**config.mk**
```make
export PLATFORM = sky130hd
export DESIGN_NAME = dual_pwm_top
export DESIGN_NICKNAME = d
export VERILOG_FILES = /design/src/rtl/dpwm_pkg.sv /design/src/rtl/dpwm_shadow_regs.sv /design/src/rtl/dpwm_channel.sv /design/src/rtl/dual_pwm_top.sv
export SDC_FILE = /design/constraint.sdc
export NUM_CORES = 1
export LEC_CHECK = 0
export BUFFER_PORTS_ARGS = -buffer_cell sky130_fd_sc_hd__clkbuf_2
export CORE_ASPECT_RATIO = 0.6
export CORE_UTILIZATION = 65
export DETAILED_ROUTE_END_ITERATION = 10
export PLACE_DENSITY = 0.9
export SKIP_CTS_REPAIR_TIMING = 1
export SLEW_MARGIN = 20
export SYNTH_ARGS = -nofsm -noshare
export SYNTH_HDL_FRONTEND = slang
export SYNTH_SLANG_ARGS = --single-unit
```
**constraint.sdc**
```tcl
create_clock -name clk -period 5.6 [get_ports clk]
set_input_delay 1.12 -clock clk [delete_from_list [all_inputs] [get_ports clk]]
set_output_delay 1.12 -clock clk [all_outputs]
set_load 0.01 [all_outputs]
```
**src/rtl/dpwm_pkg.sv**
```systemverilog
package dpwm_pkg;
    typedef enum logic [1:0] {
        CH_OFF,
        CH_HOLD,
        CH_PULSE,
        CH_REST
    } ch_state_t;
endpackage

```
**src/rtl/dpwm_shadow_regs.sv**
```systemverilog
module dpwm_shadow_regs #(
    parameter int NCH     = 2,
    parameter int WIDTH_W = 16,
    parameter int RATIO_W = 14,
    parameter int DATA_W  = 16,
    parameter int ADDR_W  = 2
) (
    input  logic               clk,
    input  logic               rst_n,
    input  logic               wr_en,
    input  logic [ADDR_W-1:0]  wr_addr,
    input  logic [DATA_W-1:0]  wr_data,
    output logic [WIDTH_W-1:0] sh_w [NCH],
    output logic [RATIO_W-1:0] sh_r [NCH]
);
    localparam int SEL_W = ADDR_W - 1;

    for (genvar g = 0; g < NCH; g++) begin : g_ch
        logic hit;
        assign hit = wr_en && (wr_addr[ADDR_W-1:1] == SEL_W'(g));

        always_ff @(posedge clk or negedge rst_n) begin
            if (!rst_n) begin
                sh_w[g] <= '0;
                sh_r[g] <= RATIO_W'(1);
            end else if (hit) begin
                if (wr_addr[0]) begin
                    sh_r[g] <= wr_data[RATIO_W-1:0];
                end else begin
                    sh_w[g] <= wr_data[WIDTH_W-1:0];
                end
            end
        end
    end
endmodule

```
**src/rtl/dpwm_channel.sv**
```systemverilog
module dpwm_channel
    import dpwm_pkg::*;
#(
    parameter int WIDTH_W = 16,
    parameter int RATIO_W = 14
) (
    input  logic               clk,
    input  logic               rst_n,
    input  logic               enable,
    input  logic [WIDTH_W-1:0] sh_w,
    input  logic [RATIO_W-1:0] sh_r,
    output logic               pwm
);
    ch_state_t          state, nxt_state;
    logic [WIDTH_W-1:0] sub, nxt_sub;
    logic [RATIO_W-1:0] slot, nxt_slot;
    logic [WIDTH_W-1:0] act_w;
    logic [RATIO_W-1:0] act_r;
    logic [RATIO_W-1:0] ld_r;
    logic               sub_end;
    logic               last;
    logic               load;
    logic               pwm_q;

    // A written ratio of 0 behaves as 1.
    assign ld_r    = (sh_r == '0) ? RATIO_W'(1) : sh_r;
    assign sub_end = (sub == act_w - WIDTH_W'(1));
    assign last    = (state == CH_OFF) || (state == CH_HOLD) ||
                     (sub_end && (slot == act_r - RATIO_W'(1)));

    always_comb begin
        nxt_state = state;
        nxt_sub   = sub;
        nxt_slot  = slot;
        load      = 1'b0;
        if (!enable) begin
            nxt_state = CH_OFF;
            nxt_sub   = '0;
            nxt_slot  = '0;
        end else begin
            unique case (state)
                CH_OFF, CH_HOLD: begin
                    load = 1'b1;
                end
                CH_PULSE, CH_REST: begin
                    if (last) begin
                        load = 1'b1;
                    end else if (sub_end) begin
                        nxt_sub   = '0;
                        nxt_slot  = slot + RATIO_W'(1);
                        nxt_state = CH_REST;
                    end else begin
                        nxt_sub = sub + WIDTH_W'(1);
                    end
                end
            endcase
            if (load) begin
                nxt_sub   = '0;
                nxt_slot  = '0;
                nxt_state = (sh_w == '0) ? CH_HOLD : CH_PULSE;
            end
        end
    end

    // State and counter register.
    always_ff @(posedge clk or negedge rst_n) begin
        if (!rst_n) begin
            state <= CH_OFF;
            sub   <= '0;
            slot  <= '0;
            act_w <= '0;
            act_r <= RATIO_W'(1);
        end else begin
            state <= nxt_state;
            sub   <= nxt_sub;
            slot  <= nxt_slot;
            if (load) begin
                act_w <= sh_w;
                act_r <= ld_r;
            end
        end
    end

    // Output register.
    always_ff @(posedge clk or negedge rst_n) begin
        if (!rst_n) begin
            pwm_q <= 1'b0;
        end else begin
            pwm_q <= (nxt_state == CH_PULSE);
        end
    end

    assign pwm = pwm_q;
endmodule

```
**src/rtl/dual_pwm_top.sv**
```systemverilog
module dual_pwm_top #(
    parameter int WIDTH_W = 16,
    parameter int RATIO_W = 14,
    parameter int DATA_W  = (WIDTH_W > RATIO_W) ? WIDTH_W : RATIO_W
) (
    input  logic              clk,
    input  logic              rst_n,
    input  logic              enable,
    input  logic              wr_en,
    input  logic [1:0]        wr_addr,
    input  logic [DATA_W-1:0] wr_data,
    output logic              pwm_a,
    output logic              pwm_b
);
    localparam int NCH    = 2;
    localparam int ADDR_W = $clog2(NCH) + 1;

    logic [WIDTH_W-1:0] sh_w [NCH];
    logic [RATIO_W-1:0] sh_r [NCH];
    logic [NCH-1:0]     pwm_vec;

    dpwm_shadow_regs #(
        .NCH(NCH), .WIDTH_W(WIDTH_W), .RATIO_W(RATIO_W),
        .DATA_W(DATA_W), .ADDR_W(ADDR_W)
    ) u_regs (
        .clk(clk), .rst_n(rst_n), .wr_en(wr_en),
        .wr_addr(wr_addr), .wr_data(wr_data),
        .sh_w(sh_w), .sh_r(sh_r)
    );

    for (genvar g = 0; g < NCH; g++) begin : g_chan
        dpwm_channel #(.WIDTH_W(WIDTH_W), .RATIO_W(RATIO_W)) u_ch (
            .clk(clk), .rst_n(rst_n), .enable(enable),
            .sh_w(sh_w[g]), .sh_r(sh_r[g]), .pwm(pwm_vec[g])
        );
    end

    assign pwm_a = pwm_vec[0];
    assign pwm_b = pwm_vec[1];
endmodule

```
* Word-level counts from Yosys, hierarchy flattened *
Index checks and enable logic that the tools add are counted.

operators by class
  add/subtract/negate cells = 8
  eq/ne operators = 18
  multiplexer cells = 42
  bitwise gates (word level) = 2
  reduce and logical (&&, ||, !) cells = 26

operators with widths
  kind                                                                   count
  14-bit two-way mux                                                     12
  16-bit two-way mux                                                     10
  16-bit by 1-bit adder with 16-bit output, second input constant        2
  16-bit equality test                                                   2
  16-bit logical NOT                                                     2
  16-bit by 1-bit subtractor with 16-bit output, second input constant   2
  14-bit by 1-bit adder with 14-bit output, second input constant        2
  14-bit equality test                                                   2
  14-bit logical NOT                                                     2
  14-bit by 1-bit subtractor with 14-bit output, second input constant   2
  2-bit two-way mux                                                      12
  2-bit equality test, second input constant                             6
  3-bit by 1-bit != test with 1-bit output, second input constant        4
  2-bit AND reduction                                                    6
  2-bit OR reduction                                                     4
  1-bit two-way mux                                                      6
  3-bit != test, second input constant                                   2
  3-bit AND reduction                                                    2
  2-bit by 1-bit equality test with 1-bit output, second input constant  2
  1-bit logical AND                                                      4
  2-bit logical NOT                                                      2
  1-bit logical OR                                                       4
  1-bit one-hot mux with 2 select lines                                  2
  1-bit inverter                                                         2

storage, ports and cells
  register bits = 186
  bits of input ports = 22
  output and inout bits = 2

* Logic depth before layout (Yosys ltp) *
Gate-level depths: netlist of the first run.

  depth after elaboration = 10
  gate-level depth with buffers = 11
  mapped depth without buffers = 10

* By module *
Synthesis of the first run repeated with hierarchy kept, for this count alone.

unflattened totals
  cells, all modules = 976
  area, all modules = 10383.7 um2

modules (own cells, without submodules)
  module                          instances  cells each  area each (um2)  sequential area each (um2)
  dpwm_channel at g_chan[1].u_ch  1          425         4102.7           1577.8
  dpwm_channel at g_chan[0].u_ch  1          423         4025.1           1577.8
  dpwm_shadow_regs                1          128         2255.9           1503.9

* Worst setup path after synthesis of the first run *
Ideal clock, no wire load.

  path kind = register -> register
  start = reg g_chan[1].u_ch.act_w[0]
  end = reg g_chan[1].u_ch.act_w[9]
  setup time = 0.128 ns
  arrival time = 2.907 ns
  data required time = 5.472 ns
  path slack = 2.565 ns
  cell stages (with the launch flop) = 12
  clock period less this slack = 3.035 ns
  cells stage by stage = dfrtp_1 inv_1 ha_1 or3b_2 or3_1 a221oi_1 nor4_1 and4b_1 a31oi_4 nand2b_4 buf_6 mux2_1

on the way
  longest elaborated chain between the ends = 8

ends and longest elaborated chain
  what                                           RTL line            source
  start, declared                                dpwm_channel.sv:17  logic [WIDTH_W-1:0] act_w;
  start signal, assigned                         dpwm_channel.sv:78  act_w <= sh_w;
  16-bit by 1-bit subtractor with 16-bit output  dpwm_channel.sv:27  assign sub_end = (sub == act_w - WIDTH_W'(1));
  16-bit equality test                           dpwm_channel.sv:27
  1-bit logical AND                              dpwm_channel.sv:29  (sub_end && (slot == act_r - RATIO_W'(1)));
  1-bit logical OR                               dpwm_channel.sv:28  assign last = (state == CH_OFF) || (state == CH_HOLD) ||
  1-bit two-way mux                              dpwm_channel.sv:46  if (last) begin
  1-bit one-hot mux with 2 select lines          dpwm_channel.sv:41  unique case (state)
  1-bit two-way mux (2 in a row)                 dpwm_channel.sv:36  if (!enable) begin

Every way passes these cells. The select of a mux whose other input is x is not followed.
A chain may end at the register's enable or synchronous reset.

* Worst setup path in the final report of the first run *
  start = reg g_chan[1].u_ch.act_r[2]
  end = reg g_chan[1].u_ch.act_r[8]

on the way
  longest elaborated chain between the ends = 8

ends and longest elaborated chain
  what                                           RTL line            source
  start, declared                                dpwm_channel.sv:18  logic [RATIO_W-1:0] act_r;
  start signal, assigned                         dpwm_channel.sv:79  act_r <= ld_r;
  14-bit by 1-bit subtractor with 14-bit output  dpwm_channel.sv:29
  14-bit equality test                           dpwm_channel.sv:29
  1-bit logical AND                              dpwm_channel.sv:29
  1-bit logical OR                               dpwm_channel.sv:28
  1-bit two-way mux                              dpwm_channel.sv:46
  1-bit one-hot mux with 2 select lines          dpwm_channel.sv:41
  1-bit two-way mux (2 in a row)                 dpwm_channel.sv:36

Every way passes these cells. The select of a mux whose other input is x is not followed.

==> results of run 1 <==
## how the worst max path moves through the flow
stage / to / depth (start not counted) / from
global route: g_chan[1].u_ch.act_r[8] / 8 / g_chan[1].u_ch.act_r[2]
floorplan: g_chan[1].u_ch.act_w[9] / 11 / g_chan[1].u_ch.act_w[0]
global placement: g_chan[1].u_ch.act_w[0] / 9 / g_chan[1].u_ch.act_r[0]
finish: g_chan[1].u_ch.act_r[8] / 8 / g_chan[1].u_ch.act_r[2]
detailed placement: g_chan[1].u_ch.act_w[11] / 8 / g_chan[1].u_ch.act_r[2]
CTS: g_chan[1].u_ch.act_r[8] / 8 / g_chan[1].u_ch.act_r[2]
## final cells by class
class / instances / area, µm² / area share, %
Inverter: 20 / 75.1 / 0.685
Multi-Input combinational cell: 675 / 5210 / 47.5
Timing Repair Buffer: 24 / 144 / 1.31
Clock inverter: 12 / 173 / 1.58
Sequential cell: 186 / 4660 / 42.5
Clock buffer: 20 / 447 / 4.08
Tap cell: 198 / 248 / 2.26
## logic make-up after synthesis
logic type | count (synthesis) | share of synthesized area, %
AND/OR/NAND/NOR | 333 | 18.8
buffers and inverters | 48 | 2.58
adder cells (fa/ha/maj) | 8 | 0.989
flip-flops | 186 | 46.1
XOR/XNOR | 107 | 9.26
multiplexers | 126 | 15.0
AO/OA/AOI/OAI | 101 | 7.28
## routing by layer
metal | share of wire (%) | track usage, % | wire, µm | up-vias
met3 | 7.2 | 6.61 | 1670 | 54
li1 | - | - | - | 3328
met5 | 0 | 0 | 0 | -
met4 | 2.6 | 10.6 | 595 | 0
met2 | 44 | 45.1 | 10200 | 283
met1 | 46 | 45.1 | 10700 | 3680
## cell usage after synthesis (5+ instances only)
cell and number:
sky130_fd_sc_hd__dfrtp_1 182, sky130_fd_sc_hd__nor2_1 79, sky130_fd_sc_hd__mux2_2 61, sky130_fd_sc_hd__xor2_1 55
sky130_fd_sc_hd__xnor2_1 52, sky130_fd_sc_hd__nand3_1 42, sky130_fd_sc_hd__nand2_1 35, sky130_fd_sc_hd__mux2_1 29
sky130_fd_sc_hd__mux2_4 29, sky130_fd_sc_hd__a21oi_1 28, sky130_fd_sc_hd__nor4_1 23, sky130_fd_sc_hd__and3_1 21
sky130_fd_sc_hd__inv_1 20, sky130_fd_sc_hd__clkbuf_1 18, sky130_fd_sc_hd__nand4_1 17, sky130_fd_sc_hd__nor3_1 16
sky130_fd_sc_hd__o21ai_0 15, sky130_fd_sc_hd__or3_1 14, sky130_fd_sc_hd__nor3b_1 12, sky130_fd_sc_hd__nand3b_1 10
sky130_fd_sc_hd__o31ai_1 10, sky130_fd_sc_hd__ha_1 8, sky130_fd_sc_hd__or4_1 8, sky130_fd_sc_hd__mux2i_1 7
sky130_fd_sc_hd__nor2b_1 7, sky130_fd_sc_hd__nand2b_1 6, sky130_fd_sc_hd__nand4b_1 5, sky130_fd_sc_hd__or2_2 5
## layout by cell type, fill, tap and decap left out, types with 10 or more instances in the layout
cell type and count:
sky130_fd_sc_hd__a21oi_1 28, sky130_fd_sc_hd__and3_1 21, sky130_fd_sc_hd__clkbuf_16 17, sky130_fd_sc_hd__clkbuf_2 22, sky130_fd_sc_hd__dfrtp_1 182, sky130_fd_sc_hd__inv_1 20
sky130_fd_sc_hd__mux2_1 29, sky130_fd_sc_hd__mux2_2 61, sky130_fd_sc_hd__mux2_4 29, sky130_fd_sc_hd__nand2_1 35, sky130_fd_sc_hd__nand3_1 42, sky130_fd_sc_hd__nand3b_1 10
sky130_fd_sc_hd__nand4_1 17, sky130_fd_sc_hd__nor2_1 79, sky130_fd_sc_hd__nor3_1 16, sky130_fd_sc_hd__nor3b_1 11, sky130_fd_sc_hd__nor4_1 23, sky130_fd_sc_hd__o21ai_0 15
sky130_fd_sc_hd__o31ai_1 10, sky130_fd_sc_hd__or3_1 14, sky130_fd_sc_hd__xnor2_1 52, sky130_fd_sc_hd__xor2_1 55
## stage by stage
step	setup WS, ps	cells
finish	1870	1135
global route	1550	1135
CTS	1900	1135
detailed placement	1950	1103
global placement	2110	1103
floorplan	2570	909
## worst register-to-register path, stage by stage (launching register included)
cell	delay, ps
sky130_fd_sc_hd__dfrtp_1	460
sky130_fd_sc_hd__nor4_2	690
sky130_fd_sc_hd__nor4bb_1	520
sky130_fd_sc_hd__xnor2_1	180
sky130_fd_sc_hd__o2111ai_1	150
sky130_fd_sc_hd__a2111oi_2	560
sky130_fd_sc_hd__a31oi_4	200
sky130_fd_sc_hd__nand2b_4	400
sky130_fd_sc_hd__mux2_1	440
## flip-flops by register name (all words and copies together) (netlist names)
| name | cells |
|---|---|
| u_regs.sh_r | 28 |
| g_chan.u_ch.act_r | 28 |
| g_chan.u_ch.act_w | 32 |
| g_chan.u_ch.state | 4 |
| g_chan.u_ch.sub | 32 |
| g_chan.u_ch.pwm | 2 |
| u_regs.sh_w | 32 |
| g_chan.u_ch.slot | 28 |
## power by group through the flow
| stage | sequential [W] | combinational (W) | clock, W |
|---|---|---|---|
| final | 0.00186 | 0.000874 | 0.00129 |
| after global routing | 0.00189 | 0.000947 | 0.00135 |
| after CTS | 0.00185 | 0.000865 | 0.00130 |
| after detailed placement | 0.00186 | 0.000834 | 0 |
| after global placement | 0.00184 | 0.000795 | 0 |
| after floorplan | 0.00176 | 0.000688 | 0 |
==> impl_metrics.tcl, run 1 <==
set metrics [dict create \
    cts.htree.levels 4 \
    maxSlewHeadroom_pct 34.1 \
    postRouteAntennaNets 0 \
    grt_pass1_vias 7115 \
    design.core.area_um2 14800 \
    post-synth-top-area-cell "sky130_fd_sc_hd__dfrtp_1" \
    worst-path-max-fanout 30 \
    num_io_pins 24 \
    placed_cell_area_um2 10300 \
    sequential_to_total_area_share_from_yosys_stat_pct 46.1 \
    dieArea_um2 16100 \
    vias_per_cell 6.47 \
    yosys-top-cells-area "sky130_fd_sc_hd__dfrtp_1 45%, sky130_fd_sc_hd__mux2_2 6.8%, sky130_fd_sc_hd__xor2_1 4.8%" \
    power.clock.fraction_pct 32.0 \
    worst_r2r_endpoint "g_chan[1].u_ch.act_r[8]" \
    number_of_antenna_diodes 0 \
    initialDrtViolationCount 667 \
    maxClockFrequency_ghz 0.268 \
    r2r_slack_ps 1870 \
    clockRootBuffer "sky130_fd_sc_hd__clkbuf_16" \
    groute.usage.overall_pct 30.7 \
    drive_above_1_share_pct 18.9 \
    worst_ir_drop_vdd_uv 218 \
    cpMaxStageDelayCell "sky130_fd_sc_hd__nor4_2" \
    slew_viol_final 0 \
    finalCoreUtilization_pct 73.8 \
    outcome "finished clean" \
    layout.cell_area.non_filler_um2 11000 \
    yosys_warnings 0 \
    grt_max_degree 105 \
    power_switching_share_pct 31.4 \
    worstSetupEndpointType "flop" \
    cts_tree "built" \
    final_critical_period_ps 3730 \
    crit_path_kind "flop to flop" \
    initial_utilization_pct 68.1 \
    syn-num-nets 939 \
    worstSkewPairLatency_ps 430 \
    maxCapViolations 0 \
    gp_routability_congestion 0.856 \
    syn-cell-area_um2 10100 \
    final.setup.tns_ps 0 \
    grt_pass1_wl_um 38000 \
    timing.critical_path.buf_inv 0 \
    power.sequential.fraction_pct 46.2 \
    worst_slew_pin_slew_ps 988 \
    ys.flop_type "sky130_fd_sc_hd__dfrtp_1" \
    worstHoldPathType "flop to flop" \
    detailed_route_via_count 7345 \
    std_cell_rows 34 \
    synth-edff-count 0 \
    worst-endpoint-arrival_ps 4030 \
    chipWidth_um 163 \
    timing.clock.skew_ps 12.0 \
    min_from "g_chan[1].u_ch.state[0]" \
    leakage_nw 4.59 \
    tritoncts.num_buffers 17 \
    synth_top_area_share_pct 45.0 \
    fillCellCount 967 \
    gate_count_after_technology_mapping 909 \
    worstHoldEndpoint "g_chan[1].u_ch.pwm" \
    synth.lib_cells_used.distinct 81 \
    globalRouteOverflowTotal 0 \
    route.detailed.wl_per_inst_um 20.5 \
    path_delay_family "simple AND/OR/NAND/NOR gates" \
    synth-async-reset-ratio_pct 100 \
    power.total_w 0.00402 \
    startpoint_type "flop" \
    timing.final.hold_violations 0 \
    powerDensity_nw_per_um2 367 \
    antenna_found_initial 0 \
    clkSlewWorstSetupHoldPaths_ps 70 \
    postSynthAreaPerCell_um2 11.1 \
    route.final.wire_length_um 23200 \
    chipHeight_um 98.6 \
    final_min_period_over_clock_period_pct 66.5 \
    power_frac_comb_pct 21.7 \
    finalSetupViolations 0 \
    critical_path.max_stage_delay_ps 690 \
    nNetsFinal 954 \
    port_buffers 23 \
    rsz0062_at_grt "no" \
    detail_route.drc_violations 0 \
    synth.ff_latch_count 186 \
    cell_int_power_w 0.00276 \
    timing.rr.start "g_chan[1].u_ch.act_r[2]" \
    clock-sinks 186 \
    path_cells "nor4_2 > nor4bb_1 > xnor2_1 > o2111ai_1 > a2111oi_2 > a31oi_4 > nand2b_4 > mux2_1" \
    holdWs_ps 512 \
    synthToLayoutAreaGrowth_pct 8.26 \
    ctsLongestPathBuffers 2 \
    timing.hold.worst_path_depth 1 \
    cp.required_ps 5900 \
    p_switching_w 0.00126 \
    worst_r2r_path_depth 8 \
    drtPass1Iterations 7 \
    post-dp-hpwl_um 15600 \
]
Power figures use the tool's default switching activity.
==> inputs of run 2 (changes only) <==
--- a/config.mk
+++ b/config.mk
@@ -5,11 +5,12 @@
 export SDC_FILE = /design/constraint.sdc
 export NUM_CORES = 1
 export LEC_CHECK = 0
+export ABC_AREA = 1
 export BUFFER_PORTS_ARGS = -buffer_cell sky130_fd_sc_hd__clkbuf_2
 export CORE_ASPECT_RATIO = 0.6
-export CORE_UTILIZATION = 65
+export CORE_UTILIZATION = 63
 export DETAILED_ROUTE_END_ITERATION = 10
-export PLACE_DENSITY = 0.9
+export PLACE_DENSITY = 0.88
 export SKIP_CTS_REPAIR_TIMING = 1
 export SLEW_MARGIN = 20
 export SYNTH_ARGS = -nofsm -noshare
==> constraint.sdc (replaced) <==
create_clock -name clk -period 3.7 [get_ports clk]
set_input_delay 0.74 -clock clk [delete_from_list [all_inputs] [get_ports clk]]
set_output_delay 0.74 -clock clk [all_outputs]
set_load 0.01 [all_outputs]
==> run 2 against run 1 <==
  * Combinational power up 110%
  * Area after synthesis is 6.3% higher
  * Cell count up 55%
  * First-iteration DRC count grew 35%
  * Clock skew hardly changed
  * Largest cell class unchanged
  * Critical path type unchanged
  * Critical endpoint is now g_chan[0].u_ch.sub[3]
  * Maximum frequency is 15% higher
  * Critical path depth rose by 3
  * Count of clock-buffer cells in the layout decreased by 3
  * Global-route usage grew 1.1 points
  * Sequential share of layout area shrank 2.6 points
==> impl_metrics.tcl, run 2 <==
set metrics [dict create \
    port_buffers 23 \
    synth.lib_cells_used.distinct 35 \
    chipHeight_um 103 \
    crit_path_start "g_chan[0].u_ch.act_w[0]" \
    slew_viol_final 0 \
    final.setup.tns_ps 0 \
    chipWidth_um 171 \
    detailed_route_via_count 9767 \
    rsz0062_at_grt "no" \
    grt_pass1_wl_um 43300 \
    yosys-top-cells-area "sky130_fd_sc_hd__dfrtp_1 42%, sky130_fd_sc_hd__nand2_1 16%, sky130_fd_sc_hd__inv_1 6.5%" \
    initial_utilization_pct 65.4 \
    ctsLongestPathBuffers 2 \
    cp.required_ps 4000 \
    worst_slew_pin_slew_ps 961 \
    dieArea_um2 17600 \
    tritoncts.num_buffers 17 \
    initialDrtViolationCount 901 \
    synth_top_area_share_pct 42.3 \
    worstSkewPairLatency_ps 450 \
    cts.htree.levels 4 \
    yosys_warnings 0 \
    detail_route.drc_violations 0 \
    crit_path_kind "flop to flop" \
    drtPass1Iterations 5 \
    num_io_pins 24 \
    gate_count_after_technology_mapping 1509 \
    grt_max_degree 81 \
    clock-sinks 186 \
    antenna_found_initial 0 \
    r2r_slack_ps 470 \
    cts_tree "built" \
    maxClockFrequency_ghz 0.310 \
    ys.flop_type "sky130_fd_sc_hd__dfrtp_1" \
    worst_ir_drop_vdd_uv 415 \
    leakage_nw 5.89 \
    layout.cell_area.non_filler_um2 11700 \
    final_critical_period_ps 3230 \
    syn-num-nets 1539 \
    outcome "finished clean" \
    final_cell_mix "465 x sky130_fd_sc_hd__nand2_1, 187 x sky130_fd_sc_hd__inv_1, 182 x sky130_fd_sc_hd__dfrtp_1, 175 x sky130_fd_sc_hd__nor2_1, 129 x sky130_fd_sc_hd__nand3_1" \
    yosys.area_share.simple_pct 35.8 \
    dominant_combinational_cell_family_by_area_after_synthesis "simple AND/OR/NAND/NOR gates" \
    startpoint_type "flop" \
    worst-path-max-fanout 16 \
    timing.rr.start "g_chan[0].u_ch.act_w[0]" \
    synth-edff-count 0 \
    worstSetupEndpointType "flop" \
    route.final.wire_length_um 26200 \
    yosys.area_share.xor_xnor_pct 4.82 \
    post-dp-hpwl_um 19000 \
    globalRouteOverflowTotal 0 \
    post_synth_mux_area_share_pct 0 \
    worstHoldPathType "input pin to async pin" \
    synth_fa_ha_area_share_pct 0.931 \
    synth.most_common_cell "sky130_fd_sc_hd__nand2_1" \
    postSynthAreaPerCell_um2 7.13 \
    number_of_antenna_diodes 0 \
    placed_cell_area_um2 11100 \
    clockRootBuffer "sky130_fd_sc_hd__clkbuf_16" \
    synthToLayoutAreaGrowth_pct 8.42 \
    grt_pass1_vias 8855 \
    drive_above_1_share_pct 7.16 \
    powerDensity_nw_per_um2 540 \
    sequential_to_total_area_share_from_yosys_stat_pct 43.3 \
    worst_r2r_path_depth 11 \
    endpoint "g_chan[0].u_ch.sub[3]" \
    timing.clock.skew_ps 12.2 \
    worst_r2r_endpoint "g_chan[0].u_ch.sub[3]" \
    synth-async-reset-ratio_pct 100 \
    most_common_library_cell_in_the_layout_ignoring_fill_and_taps "sky130_fd_sc_hd__nand2_1" \
    synth.ff_latch_count 186 \
    synth_top_cells_by_count "465 x sky130_fd_sc_hd__nand2_1, 187 x sky130_fd_sc_hd__inv_1, 182 x sky130_fd_sc_hd__dfrtp_1" \
    nNetsFinal 1553 \
    final_min_period_over_clock_period_pct 87.2 \
    clkSlewWorstSetupHoldPaths_ps 70 \
    top_regs "g_chan.u_ch.act_w x32, g_chan.u_ch.sub x32, u_regs.sh_w x32" \
    gp_routability_congestion 0.919 \
    post-synth-top-area-cell "sky130_fd_sc_hd__dfrtp_1" \
    finalSetupViolations 0 \
    maxSlewHeadroom_pct 35.8 \
    maxCapViolations 0 \
    postRouteAntennaNets 0 \
    syn-cell-area_um2 10800 \
    route.detailed.wl_per_inst_um 14.8 \
    worst-endpoint-arrival_ps 3520 \
    groute.usage.overall_pct 31.7 \
    design.core.area_um2 16400 \
    vias_per_cell 5.54 \
    synth-compound-area-share_pct 6.75 \
    timing.final.hold_violations 0 \
    std_cell_rows 36 \
]
## run 2: cell types whose count changed in the layout (fill, tap and decap cells not counted), moves of 21 or more
cell / change
sky130_fd_sc_hd__mux2_2: -61
sky130_fd_sc_hd__nor2_1: +96
sky130_fd_sc_hd__mux2_1: -29
sky130_fd_sc_hd__xor2_1: -21
sky130_fd_sc_hd__inv_1: +167
sky130_fd_sc_hd__and3_1: -21
sky130_fd_sc_hd__mux2_4: -29
sky130_fd_sc_hd__nand2_1: +430
sky130_fd_sc_hd__xnor2_1: -32
sky130_fd_sc_hd__nand3_1: +87
sky130_fd_sc_hd__o21ai_0: +90
## run 2: logic make-up after synthesis
group,count (synthesis)
XOR/XNOR,56
AO/OA/AOI/OAI,140
adder cells (fa/ha/maj),8
flip-flops,186
buffers and inverters,227
AND/OR/NAND/NOR,892
## run 2: where the power goes
part / internal (W) / total (W) / switching (W)
clock: 0.000967 / 0.00188 / 0.000914
sequential: 0.00229 / 0.00257 / 0.000281
combinational: 0.000626 / 0.00184 / 0.00122
## run 2: layout make-up
| type | count | area (µm²) |
|---|---|---|
| fillers | 1335 | 4780 |
| clock inverters | 15 | 175 |
| repair buffers | 29 | 194 |
| multi-input cells | 1096 | 5200 |
| inverters | 193 | 724 |
| well taps | 228 | 285 |
| clock buffers | 17 | 425 |
| flip-flops and latches | 186 | 4660 |
## run 2: metrics by stage
stage	total power, W	setup WS (ps)	std cells	hold WS, ps	util (%)
floorplan	0.00392	1450	1509	444	-
global placement	0.00430	739	1732	468	67.3
detailed placement	0.00438	560	1732	473	67.3
CTS	0.00626	538	1764	365	70.9
global route	0.00667	135	1764	404	70.9
finish	0.00630	475	1764	345	70.9
## run 2: worst min path at each step
stage	slack (ps)	cells after the start	end	start
floorplan	440	0	g_chan[0].u_ch.act_r[10]	rst_n
global placement	470	2	u_regs.sh_r[1]	u_regs.sh_r[1]
detailed placement	470	2	u_regs.sh_w[6]	u_regs.sh_w[6]
CTS	370	1	g_chan[1].u_ch.slot[2]	rst_n
global route	400	1	g_chan[1].u_ch.slot[9]	rst_n
finish	350	1	g_chan[1].u_ch.slot[0]	rst_n
## run 2: worst max-delay path, cell delays in order, from the launching register on
cell	delay, ps
sky130_fd_sc_hd__dfrtp_1	410
sky130_fd_sc_hd__inv_1	150
sky130_fd_sc_hd__ha_1	240
sky130_fd_sc_hd__nand3_2	210
sky130_fd_sc_hd__nor2_2	230
sky130_fd_sc_hd__nand2_1	70
sky130_fd_sc_hd__nand3_1	80
sky130_fd_sc_hd__nand2_1	80
sky130_fd_sc_hd__nor3_1	460
sky130_fd_sc_hd__nand3_2	370
sky130_fd_sc_hd__nand4_1	680
sky130_fd_sc_hd__nor2_1	90
## run 2: layer usage
| metal | GRT usage (%) | share of wire, % |
|---|---|---|
| met2 | 47.3 | 42 |
| met1 | 48.2 | 50 |
| met5 | 0 | 0 |
| met3 | 6.24 | 6.5 |
| met4 | 6.86 | 1.1 |
